<file path="src/rtl/dirq_pkg.sv">
package dirq_pkg;
  localparam int NCH   = 2;
  localparam int DUR_W = 6;
  localparam int REG_W = 6;

  typedef logic [DUR_W-1:0] dur_t;

  typedef enum logic [1:0] {
    A_DUR1 = 2'd0,
    A_DUR2 = 2'd1,
    A_CTRL = 2'd2,
    A_ENAB = 2'd3
  } reg_addr_e;
endpackage

</file>
<file path="src/rtl/dirq_filter.sv">
module dirq_filter #(
  parameter int FILT_CYCLES = 10000
) (
  input  logic clk,
  input  logic rst_n,
  input  logic pin,
  output logic level_sync,
  output logic level_clean
);
  localparam int FW = $clog2(FILT_CYCLES) + 1;
  localparam logic [FW-1:0] LAST = FW'(FILT_CYCLES - 1);

  logic       meta_q, sync_q, clean_q;
  logic [FW-1:0] run_cnt;

  always_ff @(posedge clk) begin
    if (!rst_n) begin
      meta_q <= 1'b0;
      sync_q <= 1'b0;
    end else begin
      meta_q <= pin;
      sync_q <= meta_q;
    end
  end

  always_ff @(posedge clk) begin
    if (!rst_n) begin
      clean_q <= 1'b0;
      run_cnt <= '0;
    end else if (sync_q == clean_q) begin
      run_cnt <= '0;
    end else if (run_cnt == LAST) begin
      clean_q <= sync_q;
      run_cnt <= '0;
    end else begin
      run_cnt <= run_cnt + 1'b1;
    end
  end

  assign level_sync  = sync_q;
  assign level_clean = clean_q;

  // the clean level only moves to a value the synchronized pin held
  a_r2_clean_follows: assert property (@(posedge clk) disable iff (!rst_n)
    !$stable(clean_q) |-> ($past(sync_q) == clean_q) && ($past(run_cnt) == LAST));
endmodule

</file>
<file path="src/rtl/dirq_qual.sv">
module dirq_qual
  import dirq_pkg::*;
(
  input  logic clk,
  input  logic rst_n,
  input  logic run,
  input  logic active,
  input  logic tick,
  input  dur_t setting,
  input  logic ack,
  output logic pend
);
  dur_t ticks_q;
  logic fired_q, pend_q;
  logic reach, set_now;

  assign reach   = ({1'b0, ticks_q} + 7'd1) >= {1'b0, setting};
  assign set_now = run && active && !fired_q && tick && reach;

  always_ff @(posedge clk) begin
    if (!rst_n) begin
      ticks_q <= '0;
      fired_q <= 1'b0;
      pend_q  <= 1'b0;
    end else if (!run) begin
      ticks_q <= '0;
      fired_q <= 1'b0;
      pend_q  <= 1'b0;
    end else begin
      if (!active) begin
        ticks_q <= '0;
        fired_q <= 1'b0;
      end else if (!fired_q && tick) begin
        if (reach) begin
          ticks_q <= '0;
          fired_q <= 1'b1;
        end else begin
          ticks_q <= ticks_q + 1'b1;
        end
      end
      if (set_now)  pend_q <= 1'b1;
      else if (ack) pend_q <= 1'b0;
    end
  end

  assign pend = pend_q;

  // run off clears the flag on the following edge
  a_r7_run_clears: assert property (@(posedge clk) disable iff (!rst_n)
    !run |=> !pend_q);
  // a new flag only appears from an active, running request
  a_r6_set_needs_request: assert property (@(posedge clk) disable iff (!rst_n)
    $rose(pend_q) |-> $past(active) && $past(run) && $past(tick));
  // acknowledge without a concurrent set clears the flag
  a_r8_ack_clears: assert property (@(posedge clk) disable iff (!rst_n)
    (ack && !set_now) |=> !pend_q);
endmodule

</file>
<file path="src/rtl/dual_irq_qual.sv">
module dual_irq_qual
  import dirq_pkg::*;
#(
  parameter int FILT_CYCLES = 10000,
  parameter int TICK_DIV    = 1000
) (
  input  logic             clk,
  input  logic             rst_n,
  input  logic [NCH-1:0]   pin_i,
  input  logic             wr_en,
  input  logic [1:0]       wr_addr,
  input  logic [REG_W-1:0] wr_data,
  input  logic             ack_valid,
  input  logic             ack_chan,
  output logic [NCH-1:0]   pin_level,
  output logic [NCH-1:0]   pending,
  output logic             irq,
  output logic             irq_chan
);
  localparam int TW = $clog2(TICK_DIV) + 1;
  localparam logic [TW-1:0] TLAST = TW'(TICK_DIV - 1);

  dur_t           dur_q [NCH];
  logic [NCH-1:0] run_q, pol_q, en_q;
  logic [TW-1:0]  div_q;
  logic           tick;
  logic [NCH-1:0] clean, pend_en;

  always_ff @(posedge clk) begin
    if (!rst_n) begin
      dur_q[0] <= '0;
      dur_q[1] <= '0;
      run_q    <= '0;
      pol_q    <= '0;
      en_q     <= '0;
    end else if (wr_en) begin
      case (reg_addr_e'(wr_addr))
        A_DUR1: dur_q[0] <= wr_data[DUR_W-1:0];
        A_DUR2: dur_q[1] <= wr_data[DUR_W-1:0];
        A_CTRL: begin
          run_q <= wr_data[1:0];
          pol_q <= wr_data[3:2];
        end
        default: en_q <= wr_data[1:0];
      endcase
    end
  end

  always_ff @(posedge clk) begin
    if (!rst_n)             div_q <= '0;
    else if (div_q == TLAST) div_q <= '0;
    else                    div_q <= div_q + 1'b1;
  end
  assign tick = (div_q == TLAST);

  for (genvar i = 0; i < NCH; i++) begin : g_ch
    dirq_filter #(.FILT_CYCLES(FILT_CYCLES)) u_filt (
      .clk        (clk),
      .rst_n      (rst_n),
      .pin        (pin_i[i]),
      .level_sync (pin_level[i]),
      .level_clean(clean[i])
    );
    dirq_qual u_qual (
      .clk    (clk),
      .rst_n  (rst_n),
      .run    (run_q[i]),
      .active (clean[i] ^ pol_q[i]),
      .tick   (tick),
      .setting(dur_q[i]),
      .ack    (ack_valid && (ack_chan == 1'(i))),
      .pend   (pending[i])
    );
  end

  assign pend_en  = pending & en_q;
  assign irq      = |pend_en;
  assign irq_chan = !pend_en[0];

  // nothing reaches the CPU line from a masked channel
  a_r9_masked_quiet: assert property (@(posedge clk) disable iff (!rst_n)
    (en_q == '0) |-> !irq);
  // channel 1 presented whenever it is enabled and pending
  a_r9_ch1_first: assert property (@(posedge clk) disable iff (!rst_n)
    (irq && irq_chan) |-> !(pending[0] && en_q[0]));
endmodule

</file>
<file path="config.mk">
export PLATFORM = sky130hd
export DESIGN_NAME = dual_irq_qual
export DESIGN_NICKNAME = d
export VERILOG_FILES = /design/src/rtl/dirq_pkg.sv /design/src/rtl/dirq_filter.sv /design/src/rtl/dirq_qual.sv /design/src/rtl/dual_irq_qual.sv
export SDC_FILE = /design/constraint.sdc
export NUM_CORES = 1
export LEC_CHECK = 0
export BUFFER_PORTS_ARGS = -buffer_cell sky130_fd_sc_hd__buf_2
export CORE_MARGIN = 5
export CORE_UTILIZATION = 43
export DETAILED_ROUTE_END_ITERATION = 10
export PLACE_DENSITY = 0.71
export SLEW_MARGIN = 20
export SYNTH_ARGS = -nofsm -noshare
export SYNTH_HDL_FRONTEND = slang
export SYNTH_HIERARCHICAL = 1
export SYNTH_SLANG_ARGS = --single-unit
</file>
<file path="constraint.sdc">
create_clock -name clk -period 3.9 [get_ports clk]
set_input_delay 0.585 -clock clk [delete_from_list [all_inputs] [get_ports clk]]
set_output_delay 0.585 -clock clk [all_outputs]
set_load 0.05 [all_outputs]
</file>
**After elaboration in Yosys (flattened, before gate mapping)**

Memories as Yosys holds them, arrays and structs flattened.
Index checks and enable logic that the tools add are counted.

- Register bits: 69
- Output and inout bits: 6
- Logic and storage cells: 95
- Memories kept: 1
- Memory bits (writable): 12

- Add/sub/neg operators: 7
- $lt $le $gt $ge: 2
- Mux-type cells: 17
- Eq/ne operators: 7
- Bitwise operators: 10
- Reductions and logical operators: 33

Memories:

| name | words | width | read ports | clocked after memory_dff | write ports | line | RTL |
|---|---|---|---|---|---|---|---|
| dur_q | 2 | 6 | 2 | 0 | 2 | dual_irq_qual.sv:23 | `dur_t dur_q [NCH];` |

Operator list:

| operator | count |
|---|---|
| 15-bit by 1-bit adder with 15-bit output (second input constant) | 2 |
| 15-bit by 14-bit equality test with 1-bit output (second input constant) | 2 |
| 6-bit 2-to-1 mux | 4 |
| 2-bit AND reduction | 8 |
| 6-bit by 1-bit adder with 7-bit output (second input constant) | 2 |
| 7-bit by 6-bit >= comparator with 1-bit output | 2 |
| 1-bit 2-to-1 mux | 13 |
| 6-bit by 1-bit adder with 6-bit output (second input constant) | 2 |
| 1-bit logical AND | 12 |
| 11-bit by 1-bit adder with 11-bit output (second input constant) | 1 |
| 11-bit by 10-bit equality test with 1-bit output (second input constant) | 1 |
| 3-bit OR reduction | 3 |
| 3-bit AND reduction | 2 |
| 1-bit NOT | 5 |
| 2-bit nonzero test | 2 |
| 2-bit OR reduction | 2 |
| 1-bit logical NOT | 3 |
| 2-bit AND | 1 |
| 1-bit equality test | 2 |
| 2-bit by 1-bit equality test with 1-bit output (second input constant) | 1 |
| 2-bit equality test (second input constant) | 1 |
| 2-bit logical NOT | 1 |
| 1-bit OR | 2 |
| 1-bit bitwise XOR | 2 |

**Longest topological paths before layout**

- Word-level depth: 6
- Mapped depth: 9

**By module**

The synthesis kept the hierarchy.

Modules (own cells, without submodules):

| module | times used | area each (um^2) | sequential area each (um^2) | cells each |
|---|---|---|---|---|
| dirq_filter | 2 | 760.7 | 360.3 | 81 |
| dual_irq_qual | 1 | 1164.9 | 700.7 | 106 |
| dirq_qual | 2 | 576.8 | 160.2 | 63 |

**Worst setup path before layout**

OpenSTA, ideal clock, no wires.

- Path type: reg-to-output
- Start: register g_ch[0].u_qual.pend_q
- End: output irq
- Arrival: 1.561 ns
- Slack: 1.754 ns
- Data required time: 3.315 ns
- Cell stages (with the launch flop): 3
- Cell sequence: dfxtp_1 nand2_1 nand2_1

- Longest elaborated chain between the ends: 2

Ends and longest elaborated chain:

| item | line | RTL |
|---|---|---|
| from (decl) | dirq_qual.sv:14 | `logic fired_q, pend_q;` |
| from (signal assigned) | dirq_qual.sv:24 | `pend_q <= 1'b0;` |
| from (signal assigned) | dirq_qual.sv:28 | `pend_q <= 1'b0;` |
| from (signal assigned) | dirq_qual.sv:41 | `if (set_now) pend_q <= 1'b1;` |
| 2-bit AND | dual_irq_qual.sv:76 | `assign pend_en = pending & en_q;` |
| 2-bit OR reduction | dual_irq_qual.sv:77 | `assign irq = \|pend_en;` |
| to (decl) | dual_irq_qual.sv:17 | `output logic irq,` |

Every way passes these cells.

**Final worst setup path**

- Start: register div_q[0]
- End: register g_ch[0].u_qual.ticks_q[2]

- Longest elaborated chain between the ends: 2

Ends and longest elaborated chain:

| item | line | RTL |
|---|---|---|
| from (decl) | dual_irq_qual.sv:25 | `logic [TW-1:0] div_q;` |
| from (signal assigned) | dual_irq_qual.sv:52 | `else div_q <= div_q + 1'b1;` |
| 11-bit by 10-bit equality test with 1-bit output | dual_irq_qual.sv:54 | `assign tick = (div_q == TLAST);` |
| net tick | dual_irq_qual.sv:26 | `logic tick;` |
| 1-bit logical AND | dirq_qual.sv:33 | `end else if (!fired_q && tick) begin` |
| to (signal assigned) | dirq_qual.sv:38 | `ticks_q <= ticks_q + 1'b1;` |
| to (decl) | dirq_qual.sv:13 | `dur_t ticks_q;` |

The timed path passes the listed nets, and every way through them passes these cells.
A chain may end at the register's enable or synchronous reset.

==> flow_summary.json <==
{
  "num_rows": 34,
  "dp_hpwl_mm": 5.015,
  "viasPerCell": 5.085,
  "synthFlopType": "dfxtp_1",
  "startpoint_type": "flop",
  "cp.buffers_inverters": 0,
  "max_stage_delay_ns": 0.58,
  "setup_ws_ns": 1.194,
  "drc": 0,
  "syn_inst": 394,
  "first_iter_violations": 105,
  "setup_viol_count_final": 0,
  "cp.arrival_ns": 2.97,
  "syn_area_mm2": 0.003840,
  "pwr-share-clk_pct": 42.7,
  "grt.overflow.total": 0,
  "die-area_mm2": 0.01092,
  "cts-root-buf": "clkbuf_8",
  "cp_slowest_cell": "nor2b_1",
  "fin_crit_sh_pct": 69.37,
  "syn_nets": 426,
  "clkSinkCount": 81,
  "die_w_um": 104.5,
  "routed_wl_mm": 6.688,
  "area_delta_synth_final_pct": 11.08,
  "drive_above_1_share_pct": 12.50,
  "place_ws_ns": 1.197,
  "grt_max_degree": 21,
  "core_mm2": 0.008721,
  "worstMarginPinSlew_ns": 0.8602,
  "io_buffers": 20,
  "htree_levels": 3,
  "drt-pass1-iter-count": 4,
  "grt_pass1_wl_mm": 11.61,
  "ys_warn_count": 6,
  "gp_congestion": 0.8098,
  "synth_edf_count": 12,
  "max_slew_margin_pct": 42.05,
  "tns_ns": 0,
  "ir_drop_v": 0.0001999,
  "track_usage_pct": 12.59,
  "ctsResizeCount": 0,
  "grt_pass1_vias": 2661,
  "start_util_pct": 44.03,
  "max_freq_mhz": 369.6,
  "num_vias": 2705,
  "avgSynthCellArea_um2": 9.746,
  "combPwrFrac_pct": 4.0,
  "ys_seq_area_share_pct": 45.36,
  "r2r_setup_slack_ns": 1.19,
  "critPathMaxFanout": 9,
  "fill_cells": 774,
  "switching_share_pct": 21.11,
  "die_y_um": 104.5,
  "slew_viol_final": 0,
  "sequentialPowerShare_pct": 53.4,
  "cpLargestDelayFamily": "simple AND/OR/NAND/NOR gates",
  "status": "completed",
  "switching_power_w": 0.0003459,
  "synthTopCellsByArea": "dfxtp_1, edfxtp_1, xnor2_1",
  "power_density_mw_per_mm2": 384.1,
  "synth_common_cells": "dfxtp_1, nor2_1, xnor2_1",
  "antenna_found_initial": 0,
  "path_clk_slew_ns": 0.08,
  "async_reset_ff_share_pct": 0,
  "yosysTopAreaCellShare_pct": 35.97,
  "num-nets-final": 451,
  "fin_skew_ns": 0.006222,
  "min_period_ns": 2.706,
  "path_cells": "ha_1, nand2_2, or4_4, nor2_1, nor2b_1, nand2_1, xor2_1, a211oi_1",
  "worstSetupEndpointType": "flop",
  "cts.path.max_buffers": 2,
  "required_ns": 4.16,
  "yosysTopAreaCell": "dfxtp_1",
  "worstSetupPathType": "reg -> reg",
  "cts_hold_buf": 0,
  "cts_setup_buffers": 0,
  "insertion_delay_ns": 0.34,
  "wl_per_cell_um": 12.57,
  "p_int_w": 0.001292,
  "synth.distinct_cells": 43,
  "ant_nets": 0,
  "antenna_cells": 0,
  "hold_class": "reg -> reg",
  "numCtsBuffers": 9,
  "max_cap_viol_count": 0,
  "hold_viol": 0,
  "rsz0062_at_grt": "false",
  "p_leak_nw": 1.601,
  "io_pins": 21,
  "ys_seq_elements": 81,
  "tritoncts": "yes",
  "synth_most_common_cell": "dfxtp_1"
}
per-layer routing:
| metal | vias to the layer above | part of all wire, % | GRT usage (%) |
|---|---|---|---|
| li1 | 1416 | - | - |
| met1 | 1260 | 49 | 16.31 |
| met2 | 20 | 47 | 20.09 |
| met3 | 9 | 2.3 | 2.731 |
| met4 | 0 | 1.8 | 5.643 |
| met5 | - | 0 | 0 |
state kept, by name, summed over array words and instances, names as in the netlist:
signal	count
en_q	2
g_ch.u_qual/ticks_q	12
g_ch.u_qual/fired_q	2
g_ch.u_filt/level_sync	2
pol_q	2
dur_q	12
g_ch.u_filt/meta_q	2
run_q	2
g_ch.u_qual/pend	2
div_q	11
g_ch.u_filt/run_cnt	30
g_ch.u_filt/level_clean	2
cells by family (layout without fill, tap and decap cells):
family                     count (synthesis)  count (layout)  share of synthesized area (%)
AOI/OAI and AO/OA                         35              35                          7.560
xor gates and xnor gates                  55              55                          12.54
adders and majority gates                 17              17                          5.539
buffers and inverters                     28              58                          3.389
DFF                                       81              81                          45.36
muxes                                      8               8                          2.085
and+or+nand+nor                          170             170                          23.53
power by group through the flow:
stage | sequential [W] | combinational [W] | clock [W]
after floorplan | 0.000894 | 0.0000417 | 0
after global placement | 0.000893 | 0.0000628 | 0
after detailed placement | 0.000894 | 0.0000656 | 0
after CTS | 0.000875 | 0.0000659 | 0.000723
after global routing | 0.000877 | 0.0000732 | 0.000758
final | 0.000874 | 0.0000647 | 0.000700
final timing paths:
check                                    to  cells past startpoint                   from
setup / recovery  g_ch[0].u_qual/ticks_q[2]                      8               div_q[0]
hold reg to reg   g_ch[0].u_filt/level_sync                      1  g_ch[0].u_filt/meta_q
hold / removal    g_ch[0].u_filt/level_sync                      1  g_ch[0].u_filt/meta_q
setup reg to reg  g_ch[0].u_qual/ticks_q[2]                      8               div_q[0]
cell type report:
cell class                 instances  area [µm²]  area share (%)
clock inverter                     5       85.08           1.995
inverter                          22       82.58           1.936
timing repair buffer              20       100.1           2.347
tap                              108       135.1           3.168
sequential                        81        1742           40.83
multi-input combinational        285        1968           46.14
clock buffer                      11       152.6           3.579
layout by cell type, fill, tap and decap left out, drive strengths merged, types with 3 or more instances in the layout:
| cell | instances |
|---|---|
| a21o | 4 |
| nor3 | 9 |
| clkbuf | 11 |
| nand3 | 25 |
| and4 | 3 |
| inv | 23 |
| nand2 | 23 |
| or4 | 5 |
| o21ai | 5 |
| xor2 | 18 |
| dfxtp | 69 |
| xnor2 | 37 |
| a31oi | 3 |
| a221oi | 4 |
| mux2i | 8 |
| nand2b | 5 |
| nor4 | 10 |
| nor2b | 5 |
| and3 | 3 |
| a211oi | 10 |
| nor2 | 56 |
| o22ai | 3 |
| buf | 20 |
| ha | 17 |
| edfxtp | 12 |
| and2 | 11 |
| nand4 | 10 |
through the flow:
stage / utilization [%] / total power, W / std cells / hold slack, ns / cell area (µm²)
6_report: 48.91 / 0.001638 / 532 / 0.4400 / 4265
5_1_grt: 48.91 / 0.001708 / 532 / 0.4535 / 4265
4_1_cts: 48.91 / 0.001664 / 532 / 0.4295 / 4265
3_5_place_dp: 46.18 / 0.0009597 / 516 / 0.4196 / 4028
3_3_place_gp: 46.18 / 0.0009559 / 516 / 0.4163 / 4028
2_1_floorplan: - / 0.0009359 / 394 / 0.4118 / 3840
Note: power is estimated with default switching activity, not from simulation.
